===== src/rtl/pcs_pkg.sv =====
package pcs_pkg;
  typedef enum logic [1:0] {
    CMD_NONE = 2'd0,
    CMD_LOAD = 2'd1,
    CMD_NULL = 2'd2,
    CMD_KILL = 2'd3
  } pcs_cmd_e;

  typedef enum logic {
    ST_IDLE = 1'b0,
    ST_RUN  = 1'b1
  } pcs_state_e;
endpackage


===== src/rtl/pcs_rst_sync.sv =====
module pcs_rst_sync #(
  parameter int STAGES = 2
) (
  input  logic clk,
  input  logic rst_n,
  output logic rst_ns
);
  logic [STAGES-1:0] sync_q;
  logic [STAGES-1:0] sync_d;

  always_comb begin
    sync_d = {sync_q[STAGES-2:0], 1'b1};
  end

  always_ff @(posedge clk or negedge rst_n) begin
    if (!rst_n) sync_q <= '0;
    else        sync_q <= sync_d;
  end

  assign rst_ns = sync_q[STAGES-1];
endmodule


===== src/rtl/pcs_cmd_decode.sv =====
module pcs_cmd_decode
  import pcs_pkg::*;
#(
  parameter int PC_W = 8
) (
  input  logic            wr_en,
  input  logic            wr_kill,
  input  logic [PC_W-1:0] wr_data,
  output pcs_cmd_e        cmd
);
  always_comb begin
    cmd = CMD_NONE;
    if (wr_en) begin
      if (wr_kill)       cmd = CMD_KILL;
      else if (|wr_data) cmd = CMD_LOAD;
      else               cmd = CMD_NULL;
    end
  end
endmodule


===== src/rtl/pcs_end_reg.sv =====
module pcs_end_reg #(
  parameter int PC_W = 8
) (
  input  logic            clk,
  input  logic            rst_n,
  input  logic            load,
  input  logic            clear,
  input  logic [PC_W-1:0] din,
  output logic [PC_W-1:0] q
);
  logic [PC_W-1:0] end_d;
  logic            end_en;

  always_comb begin
    end_en = load | clear;
    end_d  = clear ? '0 : din;
  end

  always_ff @(posedge clk or negedge rst_n) begin
    if (!rst_n)      q <= '0;
    else if (end_en) q <= end_d;
  end

  AST_END_CLEARED: assert property (@(posedge clk) disable iff (!rst_n)
    clear |=> (q == '0));
endmodule


===== src/rtl/pcs_counter.sv =====
module pcs_counter #(
  parameter int PC_W = 8
) (
  input  logic            clk,
  input  logic            rst_n,
  input  logic            clr,
  input  logic            inc,
  output logic [PC_W-1:0] q
);
  logic [PC_W-1:0] pc_d;
  logic            pc_en;

  always_comb begin
    pc_en = clr | inc;
    pc_d  = clr ? '0 : q + 1'b1;
  end

  always_ff @(posedge clk or negedge rst_n) begin
    if (!rst_n)     q <= '0;
    else if (pc_en) q <= pc_d;
  end

  AST_PC_STEP: assert property (@(posedge clk) disable iff (!rst_n)
    (inc && !clr) |=> (q == $past(q) + 1'b1));
  AST_PC_HOLD: assert property (@(posedge clk) disable iff (!rst_n)
    (!inc && !clr) |=> $stable(q));
  AST_PC_CLEAR: assert property (@(posedge clk) disable iff (!rst_n)
    clr |=> (q == '0));
endmodule


===== src/rtl/pcs_ctrl.sv =====
module pcs_ctrl
  import pcs_pkg::*;
(
  input  logic     clk,
  input  logic     rst_n,
  input  pcs_cmd_e cmd,
  input  logic     match,
  output logic     busy,
  output logic     done,
  output logic     start_acc,
  output logic     abort,
  output logic     inc
);
  pcs_state_e state_q, state_d;
  logic       done_d;

  always_comb begin
    state_d   = state_q;
    start_acc = 1'b0;
    abort     = (cmd == CMD_KILL);
    inc       = 1'b0;
    done_d    = 1'b0;
    unique case (state_q)
      ST_IDLE: begin
        if (cmd == CMD_LOAD) begin
          start_acc = 1'b1;
          state_d   = ST_RUN;
        end
      end
      ST_RUN: begin
        if (abort) begin
          state_d = ST_IDLE;
        end else if (match) begin
          state_d = ST_IDLE;
          done_d  = 1'b1;
        end else begin
          inc = 1'b1;
        end
      end
      default: state_d = ST_IDLE;
    endcase
  end

  always_ff @(posedge clk or negedge rst_n) begin
    if (!rst_n) begin
      state_q <= ST_IDLE;
      done    <= 1'b0;
    end else begin
      state_q <= state_d;
      done    <= done_d;
    end
  end

  assign busy = (state_q == ST_RUN);

  AST_DONE_SINGLE: assert property (@(posedge clk) disable iff (!rst_n)
    done |=> !done);
  AST_MATCH_ENDS: assert property (@(posedge clk) disable iff (!rst_n)
    (busy && match && cmd != CMD_KILL) |=> (!busy && done));
  AST_KILL_STOPS: assert property (@(posedge clk) disable iff (!rst_n)
    (cmd == CMD_KILL) |=> (!busy && !done));
  AST_LOAD_IGNORED: assert property (@(posedge clk) disable iff (!rst_n)
    (busy && !match && cmd == CMD_LOAD) |=> busy);
  AST_NULL_NOSTART: assert property (@(posedge clk) disable iff (!rst_n)
    (!busy && cmd == CMD_NULL) |=> !busy);
endmodule


===== src/rtl/pc_sequencer.sv =====
module pc_sequencer
  import pcs_pkg::*;
#(
  parameter int PC_W       = 8,
  parameter int SYNC_STAGE = 2
) (
  input  logic            clk,
  input  logic            rst_n,
  input  logic            wr_en,
  input  logic            wr_kill,
  input  logic [PC_W-1:0] wr_data,
  output logic [PC_W-1:0] imem_addr,
  output logic            fetch_vld,
  output logic            busy,
  output logic            done
);
  logic            rst_ns;
  pcs_cmd_e        cmd;
  logic [PC_W-1:0] end_q;
  logic [PC_W-1:0] pc_q;
  logic            match;
  logic            start_acc;
  logic            abort;
  logic            inc;

  pcs_rst_sync #(.STAGES(SYNC_STAGE)) u_rst (
    .clk    (clk),
    .rst_n  (rst_n),
    .rst_ns (rst_ns)
  );

  pcs_cmd_decode #(.PC_W(PC_W)) u_dec (
    .wr_en   (wr_en),
    .wr_kill (wr_kill),
    .wr_data (wr_data),
    .cmd     (cmd)
  );

  pcs_end_reg #(.PC_W(PC_W)) u_end (
    .clk   (clk),
    .rst_n (rst_ns),
    .load  (start_acc),
    .clear (abort),
    .din   (wr_data),
    .q     (end_q)
  );

  pcs_counter #(.PC_W(PC_W)) u_pc (
    .clk   (clk),
    .rst_n (rst_ns),
    .clr   (start_acc),
    .inc   (inc),
    .q     (pc_q)
  );

  always_comb begin
    match = (pc_q == end_q);
  end

  pcs_ctrl u_ctrl (
    .clk       (clk),
    .rst_n     (rst_ns),
    .cmd       (cmd),
    .match     (match),
    .busy      (busy),
    .done      (done),
    .start_acc (start_acc),
    .abort     (abort),
    .inc       (inc)
  );

  assign imem_addr = pc_q;
  assign fetch_vld = busy & ~match;

  AST_RUN_HAS_END: assert property (@(posedge clk) disable iff (!rst_ns)
    busy |-> (end_q != '0));
  AST_START_ADDR0: assert property (@(posedge clk) disable iff (!rst_ns)
    (!busy && cmd == CMD_LOAD) |=> (busy && imem_addr == '0));
endmodule


===== config.mk =====
export PLATFORM = sky130hd
export DESIGN_NAME = pc_sequencer
export DESIGN_NICKNAME = d
export VERILOG_FILES = /design/src/rtl/pcs_pkg.sv /design/src/rtl/pcs_rst_sync.sv /design/src/rtl/pcs_cmd_decode.sv /design/src/rtl/pcs_end_reg.sv /design/src/rtl/pcs_counter.sv /design/src/rtl/pcs_ctrl.sv /design/src/rtl/pc_sequencer.sv
export SDC_FILE = /design/constraint.sdc
export NUM_CORES = 1
export LEC_CHECK = 0
export ABC_AREA = 1
export BUFFER_PORTS_ARGS = -buffer_cell sky130_fd_sc_hd__buf_2
export CAP_MARGIN = 30
export CORE_MARGIN = 2
export CORE_UTILIZATION = 60
export CTS_BUF_LIST = sky130_fd_sc_hd__clkbuf_4
export CTS_CLUSTER_DIAMETER = 60
export DETAILED_ROUTE_END_ITERATION = 10
export PLACE_DENSITY = 0.91
export SLEW_MARGIN = 20
export SYNTH_ARGS = -nofsm -noshare
export SYNTH_HDL_FRONTEND = slang
export SYNTH_SLANG_ARGS = --single-unit

===== constraint.sdc =====
create_clock -name clk -period 1.46 [get_ports clk]
set_input_delay 0.219 -clock clk [delete_from_list [all_inputs] [get_ports clk]]
set_output_delay 0.219 -clock clk [all_outputs]
set_load 0.05 [all_outputs]

Yosys cells after proc, flatten, opt, wreduce, memory -nomap -nowiden:

Cells that the tools add are included.

* add/sub/neg operators: 1
* equality and inequality tests: 3
* muxes and demuxes: 14
* bitwise operators: 5
* reductions and logical operators: 1

Operator list (number)
* 2-to-1 mux 8 bit: 2
* adder 8 x 1 -> 8 bit, second input constant: 1
* == test 8 bit: 1
* 2-to-1 mux 1 bit: 8
* OR reduction 8 bit: 1
* 2-to-1 mux 2 bit: 3
* == test 2 x 1 -> 1 bit, second input constant: 1
* == test 2 bit, second input constant: 1
* inverter 1 bit: 2
* bitwise OR 1 bit: 2
* one-hot mux 1 bit (2 select lines): 1
* AND 1 bit: 1

* register bits: 20
* output and inout port bits: 11
* logic and storage cells: 29

Logic depth before layout (Yosys ltp):

Gate-level depths: netlist of the first run.

* depth in word-level cells: 8
* gate-level depth with buffers: 9
* gate-level depth less buffers: 9

Hierarchy:

Synthesis of the first run repeated with hierarchy kept, for this count alone.

* cells, all modules: 167
* area total of the unflattened synthesis: 1148.6 um^2

By module, submodules not included
* pcs_counter: times used 1, cells an instance 57, area an instance 435.4 um^2, sequential area each 200.2 um^2
* pcs_end_reg: times used 1, cells an instance 35, area an instance 335.3 um^2, sequential area each 200.2 um^2
* pc_sequencer: times used 1, cells an instance 46, area an instance 175.2 um^2, sequential area each 0.0 um^2
* pcs_ctrl: times used 1, cells an instance 14, area an instance 97.6 um^2, sequential area each 50.0 um^2
* pcs_rst_sync: times used 1, cells an instance 3, area an instance 53.8 um^2, sequential area each 50.0 um^2
* pcs_cmd_decode: times used 1, cells an instance 12, area an instance 51.3 um^2, sequential area each 0.0 um^2

Least setup slack after synthesis of the first run:

OpenSTA, ideal clock, no wires.

* path type: register to output
* start point: reg u_pc.q[5]
* end point: out fetch_vld
* arrival time: 1.840 ns
* slack: -0.599 ns
* stages on the path, launching flop included: 7
* path buffers: 0
* cell sequence: dfrtp_1 -> inv_1 -> nand2_1 -> nand2_1 -> nand2_1 -> nor2_4 -> a21oi_1

* word-level cells in the longest chain between the ends: 3

RTL lines
* start, declared: line pcs_counter.sv:8 `output logic [PC_W-1:0] q`
* start signal, assigned: line pcs_counter.sv:20 `else if (pc_en) q <= pc_d;`
* == test 8 bit: line pc_sequencer.sv:57 `match = (pc_q == end_q);`
* inverter 1 bit: line pc_sequencer.sv:73 `assign fetch_vld = busy & ~match;`
* AND 1 bit: line pc_sequencer.sv:73
* end, declared: line pc_sequencer.sv:13 `output logic fetch_vld,`

No other way between the ends.

Worst setup path after layout of the first run:

Ends and elaborated chain as after synthesis.

==> out/qor.yml, run 1 <==
status: "finished with violations"
violations: "negative setup slack"
tritoncts: "yes"
vias_per_cell: 5.44
final_layout_size_suffix_gt1_share_pct: 36.9
drt_iter0_markers: 71
cp_top_family: "flip-flops"
internal_power_mw: 1.31
syn-cell-area_um2: 1120
async_flop_share_pct: 100
die_w_um: 47.1
portBuffers: 22
wirelength_um: 3080
p_leak_nw: 0.806
p_comb_share_pct: 58.4
final_net_count: 193
syn_area_per_cell_um2: 7.97
synth-seq-cells: 20
grt_max_degree: 12
grt_pass1_vias: 966
synthCells: 140
drt_pass1_iterations: 5
grt_usage_pct: 27.6
final_core_util_pct: 83.2
worstSetupStartpointType: "flop"
die_h_um: 47.1
wl_per_cell_um: 15.1
vdd_ir_drop_max_uv: 1670
cts-root-buf: "clkbuf_4"
multiInputGateArea_um2: 571
power_switching_mw: 1.28
worstPathArrival_ns: 1.45
period_minus_slack_ns: 1.67
cts_made_buffers: 3
p_clk_share_pct: 11.3
netlist.area_leader.share_pct: 44.8
timing.final.crit_share_pct: 114
cpPeakStageDelay_ns: 0.46
core_region_area_um2: 1750
grt_antenna_before_repair: 0
cts_buffer_depth: 2
area.sequential_um2: 510
syn_nets: 153
max_freq_ghz: 0.600
rows: 15
syn_to_final_growth_pct: 30.2
gr-total-overflow: 0
endpoint_kind: "output port"
fillers: 111
ant_nets: 0
vias: 1109
ff2ff_setup_slack_ns: -0.04
setup_violations: 10
gpl.final_weighted_congestion: 0.840
yosys-top-cells-area: "dfrtp_1 45%, nand2_1 13%, nand3_1 9.0%, inv_1 7.4%, nor2_4 3.0%"
io_pins: 23
pwr-share-seq_pct: 30.3
grt_pass1_wl_um: 4150
fin_setup_tns_ns: -0.400
synth_cell_types: 23
crit_top_cell: "nand2_1"
p_sw_share_pct: 49.3
synth_flop_cell: "dfrtp_1"
hold_violations: 0
hold_path.class: "in -> reg"
diodes: 0
start_util_pct: 63.9
cp_slowest_cell: "dfrtp_2"
ys_warn_count: 0
rsz0062_at_grt: "true"
clkSlewWorstSetupHoldPaths_ns: 0.11
die_area_um2: 2220
worstPathCellList: "inv_1 -> nand2_1 -> nand2_1 -> nand2_2 -> nor2_4 -> a21oi_4 -> buf_6"
skew_ns: 0.00582
synth_edf_count: 0
worstPathRequired_ns: 1.24
slew_viol_final: 0
cts_sinks: 20
htreeDepth: 1
clk_latency_ns: 0.30
worstPathMaxFanout: 5
synth_common_cells: "39 x nand2_1, 22 x inv_1, 20 x dfrtp_1, 20 x nand3_1, 6 x nor2_1"
synth_seq_area_share_pct: 44.8
setup_ws_ns: -0.206
dpl.hpwl_um: 1850
power.density_nw_per_um2: 1780
critPathBufInv: 2
critPathKind: "reg -> out"
synth.most_common_cell: "nand2_1"
cap_violations: 0
drc_errors: 0
yosysTopAreaCell: "dfrtp_1"
total_power_mw: 2.59
[state kept, by name (all words and copies together) (netlist names)]
signal	cells
u_rst.sync_q	2
u_end.q	8
u_ctrl.busy	1
u_ctrl.done	1
u_pc.q	8
[power groups by stage]
stage | logic, mW | registers [mW] | clock network [mW]
CTS | 1.35 | 0.782 | 0.304
global placement | 1.14 | 0.803 | 0
detailed placement | 1.18 | 0.815 | 0
finish | 1.51 | 0.785 | 0.293
floorplan | 0.723 | 1.02 | 0
global route | 1.59 | 0.798 | 0.317
[final cells by class]
cell class              count  area share [%]
repair buffers             36            15.4
well taps                  25            2.15
inverters                  23            5.94
flip-flops and latches     20            35.1
clock buffers               4            2.07
multi-input cells          96            39.3
[worst register-to-register path, delay by kind of cell (launching register included)]
kind / cells / cell delay, ns
DFF: 1 / 0.46
and+or+nand+nor: 8 / 0.68
buffers and inverters: 2 / 0.30
[final timing paths]
path	from	endpoint	cells past startpoint
max in group asynchronous	u_rst.sync_q[1]	u_pc.q[3]	1
max	u_pc.q[5]	fetch_vld	7
min reg2reg	u_rst.sync_q[1]	u_end.q[6]	1
min in group asynchronous	u_rst.sync_q[1]	u_end.q[6]	1
max reg2reg	u_pc.q[5]	u_pc.q[4]	10
min	wr_data[6]	u_end.q[6]	3
[timing repair]
item                       in CTS  in global routing
pin swaps                       6                  7
setup endpoints to repair       1                  9
cloned                          0                  2
hold endpoints to repair        2                  0
setup buffers                   7                  2
hold buffers                    1                  0
gates resized for setup         7                  4
[placed cells by master, fill, tap and decap left out, types with 4 or more instances in the layout]
master,instances
nor2_1,6
dfrtp_2,8
o22ai_1,5
buf_2,21
o21ai_1,4
buf_4,13
nand2_2,5
clkbuf_4,4
inv_1,20
nand2_1,34
nand3_1,20
dfrtp_1,12
[routing by layer]
layer  wire length [um]  GRT usage (%)  vias up
met4                 56           11.7        0
met3                272           2.31        6
met5                  0              0        -
met2               1640           52.1       73
met1               1120           31.6      511
li1                   -              -      519
[stage by stage]
| step | hold WS [ns] | instances | setup WS, ns | cell area, um2 |
|---|---|---|---|---|
| 2_1_floorplan | -0.0766 | 140 | -0.0421 | 1140 |
| 3_3_place_gp | 0.00424 | 189 | 0.112 | 1290 |
| 3_5_place_dp | 0.00539 | 189 | 0.107 | 1290 |
| 4_1_cts | 0.170 | 201 | -0.119 | 1410 |
| 5_1_grt | 0.181 | 204 | -0.233 | 1450 |
| 6_report | 0.177 | 204 | -0.206 | 1450 |
[kinds of logic after synthesis]
logic type / Yosys count / synth area share [%]
other: 1 / 0.336
flip-flops: 20 / 44.8
XOR/XNOR: 6 / 5.38
AND/OR/NAND/NOR: 76 / 33.6
buffers and inverters: 26 / 9.64
AO/OA/AOI/OAI: 10 / 5.04
adder cells (fa/ha/maj): 1 / 1.12
(Power assumes the default switching activity.)
==> run 2, diff against run 1 <==
PLACE_DENSITY = not set   (was 0.91)
PLACE_DENSITY_LB_ADDON = 0.12   (was not set)
==> run 2 against run 1 <==
Compared with the run above: the flow still finishes with violations (negative setup slack); fmax up 1.5%; core utilization unchanged; final cell count unchanged; global-route usage down 1.2 points; hold slack worse by 0.033 ns; die area unchanged; sequential power up 2%; first-iteration DRC count down 54%; via count down 2.3%; non-clock buffer count up 1; count of clock-buffer cells in the layout down 1; largest cell class unchanged.
==> out/qor.yml, run 2 (synthesized netlist as in run 1, its figures left out) <==
cts-root-buf: "clkbuf_4"
drc_errors: 0
wirelength_um: 2730
cts_made_buffers: 3
final_common_cell: "nand2_1"
grt_antenna_before_repair: 0
total_power_mw: 2.54
wl_per_cell_um: 13.4
worstPathRequired_ns: 1.24
vias: 1083
critPathKind: "reg -> out"
gpl.final_weighted_congestion: 0.891
hold_path.class: "in -> reg"
hold_violations: 0
clk_latency_ns: 0.31
cts_buffer_depth: 2
diodes: 0
endpoint_kind: "output port"
io_pins: 23
portBuffers: 22
grt_usage_pct: 26.4
power.density_nw_per_um2: 1750
final_layout_size_suffix_gt1_share_pct: 38.0
ant_nets: 0
timing.final.crit_share_pct: 112
core_region_area_um2: 1750
grt_pass1_wl_um: 3950
vdd_ir_drop_max_uv: 1440
syn_to_final_growth_pct: 30.2
setup_violations: 1
fin_hold_ws_ns: 0.144
die_area_um2: 2220
skew_ns: 0.00150
tritoncts: "yes"
fillers: 115
slew_viol_final: 0
final_net_count: 193
max_freq_ghz: 0.609
drt_iter0_markers: 33
top_regs: "u_end.q: 8 flops, u_pc.q: 8 flops, u_rst.sync_q: 2 flops"
cap_violations: 0
grt_pass1_vias: 959
layout_common_cells: "35 x nand2_1, 20 x nand3_1, 20 x buf_2"
die_h_um: 47.1
status: "finished with violations"
final_core_util_pct: 83.2
worstPathMaxFanout: 5
start_util_pct: 63.9
drt_pass1_iterations: 4
period_minus_slack_ns: 1.64
worstPathArrival_ns: 1.42
htreeDepth: 1
clkSlewWorstSetupHoldPaths_ns: 0.12
grt_max_degree: 19
cts_sinks: 20
worstSetupStartpointType: "flop"
violations: "negative setup slack"
dpl.hpwl_um: 1690
p_leak_nw: 0.803
die_w_um: 47.1
vias_per_cell: 5.31
gr-total-overflow: 0
setup_ws_ns: -0.181
place_ws_ns: 0.0846
rsz0062_at_grt: "true"
rows: 15
==> run 2: timing repair <==
| action | CTS | global route |
|---|---|---|
| hold buffers | 1 | 0 |
| buffers inserted | 9 | 1 |
| endpoints found under the hold margin | 2 | 0 |
| cloned | 0 | 1 |
| endpoints found under the setup margin | 1 | 10 |
| gates resized for setup | 4 | 12 |
| pin swaps | 5 | 6 |
==> run 2: through the flow <==
stage / instance area, um2 / cells / TNS [ns]
4_1_cts: 1410 / 202 / -0.129
3_5_place_dp: 1290 / 188 / 0
2_1_floorplan: 1140 / 140 / -0.0421
6_report: 1450 / 204 / -0.181
3_3_place_gp: 1290 / 188 / 0
5_1_grt: 1450 / 204 / -0.667
==> run 2: worst paths after layout <==
check	start	to	slack, ns	cells after the start
setup / recovery	u_pc.q[4]	fetch_vld	-0.18	7
hold / removal	wr_data[3]	u_end.q[3]	0.14	3
setup reg to reg	u_pc.q[4]	u_pc.q[7]	0.02	10
hold reg to reg	u_rst.sync_q[1]	u_pc.q[7]	0.20	1
max in group asynchronous	u_rst.sync_q[1]	u_pc.q[0]	1.05	1
min in group asynchronous	rst_n	u_rst.sync_q[1]	0.19	2
==> run 2: cell type report <==
cell class,count,area [um2],area share (%)
multi-input cells,95,564,38.8
flip-flops and latches,20,510,35.1
repair buffers,37,234,16.1
inverters,23,86.3,5.94
well taps,25,31.3,2.15
clock buffers,3,22.5,1.55
clock inverters,1,3.75,0.258
==> run 2: routing by layer <==
layer | share of wire, % | wire length (um) | track usage (%)
met4 | 2.5 | 68 | 13.3
met3 | 5.0 | 136 | 7.31
met2 | 49 | 1330 | 38.9
met5 | 0 | 0 | 0
met1 | 44 | 1190 | 35.5
==> run 2: worst max-delay path, cell delays in order (launching register included) <==
cell and delay, ns:
dfrtp_2 0.46, inv_2 0.09, nand2_1 0.07, nand2_1 0.08, nand2_2 0.06, nor2_4 0.13, a21oi_4 0.07, buf_6 0.15
==> run 2: report_power, final <==
| group | leakage, nW | total [mW] | switching, mW | internal (mW) |
|---|---|---|---|---|
| Sequential | 0.251 | 0.798 | 0.114 | 0.684 |
| Combinational | 0.536 | 1.45 | 0.945 | 0.504 |
| Clock | 0.0154 | 0.292 | 0.192 | 0.100 |
| Total | 0.803 | 2.54 | 1.25 | 1.29 |
==> run 3, diff against run 2 <==
CELL_PAD_IN_SITES_DETAIL_PLACEMENT = 0   (was not set)
CELL_PAD_IN_SITES_GLOBAL_PLACEMENT = 1   (was not set)
CORE_UTILIZATION = 44   (was 60)
==> run 3 against run 2 <==
Compared with the run above: the run still ends with negative setup slack left; register-to-register slack improved by 0.02 ns; critical path depth unchanged; sequential share of layout area decreased by 0.97 points; clock power increased by 60%; die area increased by 33%; total power increased by 9.4%; critical endpoint unchanged; largest cell class unchanged; largest power group unchanged.
==> out/qor.yml, run 3 (synthesized netlist as in run 1, its figures left out) <==
cap_violations: 0
timing.final.crit_share_pct: 108
skew_ns: 0.0117
final_common_cell: "nand2_1"
p_leak_nw: 0.820
power_switching_mw: 1.28
clkSlewWorstSetupHoldPaths_ns: 0.13
layout_common_cells: "32 x nand2_1, 21 x buf_2, 20 x nand3_1"
dpl.hpwl_um: 1840
tritoncts: "yes"
worstPathRequired_ns: 1.24
setup_violations: 1
critPathKind: "reg -> out"
final_core_util_pct: 61.4
worstPathMaxFanout: 6
diodes: 0
die_area_um2: 2960
finalNonFillerCells: 210
rsz0062_at_grt: "true"
placed_cell_area_um2: 1310
dp.cells: 195
worstPathArrival_ns: 1.36
p_comb_share_pct: 54.7
cts-root-buf: "clkbuf_4"
vdd_ir_drop_max_uv: 1120
fin_setup_tns_ns: -0.123
top_regs: "u_end.q: 8 flops, u_pc.q: 8 flops, u_rst.sync_q: 2 flops"
fin_area_um2: 1490
die_h_um: 54.4
gpl.final_weighted_congestion: 0.738
p_sw_share_pct: 46.1
io_pins: 23
final_net_count: 194
slew_viol_final: 0
ant_nets: 0
portBuffers: 22
vias_per_cell: 4.90
drt_iter0_markers: 20
pwr-share-seq_pct: 28.5
period_minus_slack_ns: 1.58
drc_errors: 0
start_util_pct: 45.9
cp_slowest_cell: "dfrtp_2"
hold_violations: 0
max_freq_ghz: 0.632
hold_path.class: "in -> reg"
fillers: 234
place_ws_ns: 0.0736
rows: 18
internal_power_mw: 1.49
total_power_mw: 2.78
crit_top_cell: "nand2_2"
cpPeakStageDelay_ns: 0.47
area.sequential_um2: 510
die_w_um: 54.4
cts_buffer_depth: 2
drt_pass1_iterations: 4
worstPathCellList: "inv_2 -> nand2_2 -> nand2_2 -> nand2_2 -> nor2_4 -> a21oi_4 -> buf_6"
violations: "negative setup slack"
multiInputGateArea_um2: 576
endpoint_kind: "output port"
final_layout_size_suffix_gt1_share_pct: 40.6
grt_antenna_before_repair: 0
gr-total-overflow: 0
wirelength_um: 2640
grt_usage_pct: 20.5
wl_per_cell_um: 12.6
grt_max_degree: 19
p_clk_share_pct: 16.8
cp_top_family: "flip-flops"
grt_pass1_wl_um: 4380
htreeDepth: 1
syn_to_final_growth_pct: 33.9
core_region_area_um2: 2430
status: "finished with violations"
worstSetupStartpointType: "flop"
critPathBufInv: 2
power.density_nw_per_um2: 1860
clk_latency_ns: 0.31
cts_sinks: 20
fin_hold_ws_ns: 0.151
vias: 1028
setup_ws_ns: -0.123
cts_made_buffers: 3
grt_pass1_vias: 988
[run 3: path summary, 6_finish.rpt]
path / from / end / slack [ns] / depth (start not counted)
worst max-delay path: u_pc.q[1] / fetch_vld / -0.12 / 7
worst min-delay path: wr_data[2] / u_end.q[2] / 0.15 / 3
worst max register to register: u_pc.q[1] / u_pc.q[4] / 0.04 / 10
worst min register to register: u_rst.sync_q[1] / u_pc.q[0] / 0.20 / 1
max in group asynchronous: u_rst.sync_q[1] / u_pc.q[4] / 1.02 / 1
min in group asynchronous: rst_n / u_rst.sync_q[0] / 0.20 / 2
[run 3: cell type report]
cell class,instances,area share (%)
Multi-Input combinational cell,96,38.5
Sequential cell,20,34.2
Timing Repair Buffer,37,15.5
Inverter,23,5.78
Tap cell,30,2.51
Clock inverter,1,2.01
Clock buffer,3,1.51
[run 3: routing by layer]
layer	share of wire [%]	routed length (um)	GRT usage [%]	up-vias
met5	0	0	0	-
met1	48	1280	28.5	480
met2	48	1270	33.9	16
met3	3.1	82	2.46	2
met4	0.45	12	5.00	0
li1	-	-	-	530
[run 3: power by group through the flow]
stage	clock network, mW	registers [mW]	logic (mW)
final	0.467	0.792	1.52
after global routing	0.487	0.807	1.65
after CTS	0.466	0.785	1.35
after detailed placement	0	0.810	1.19
after global placement	0	0.807	1.18
after floorplan	0	1.02	0.723
[run 3: what timing repair did]
action / in CTS / in global routing
setup endpoints to repair: 1 / 10
pin swaps: 6 / 9
hold endpoints to repair: 2 / 0
resized for setup: 6 / 11
cloned: 0 / 2
setup buffers: 6 / 3
hold buffers: 1 / 0
[run 3: worst register-to-register path, cell delays in order, from the launching register on]
cell	delay, ns
dfrtp_2	0.47
inv_2	0.07
nand2_2	0.04
nand2_2	0.06
nand2_2	0.05
nor2_4	0.15
buf_4	0.18
nand2_8	0.09
nand2_4	0.10
nand3_1	0.07
nand2_1	0.07
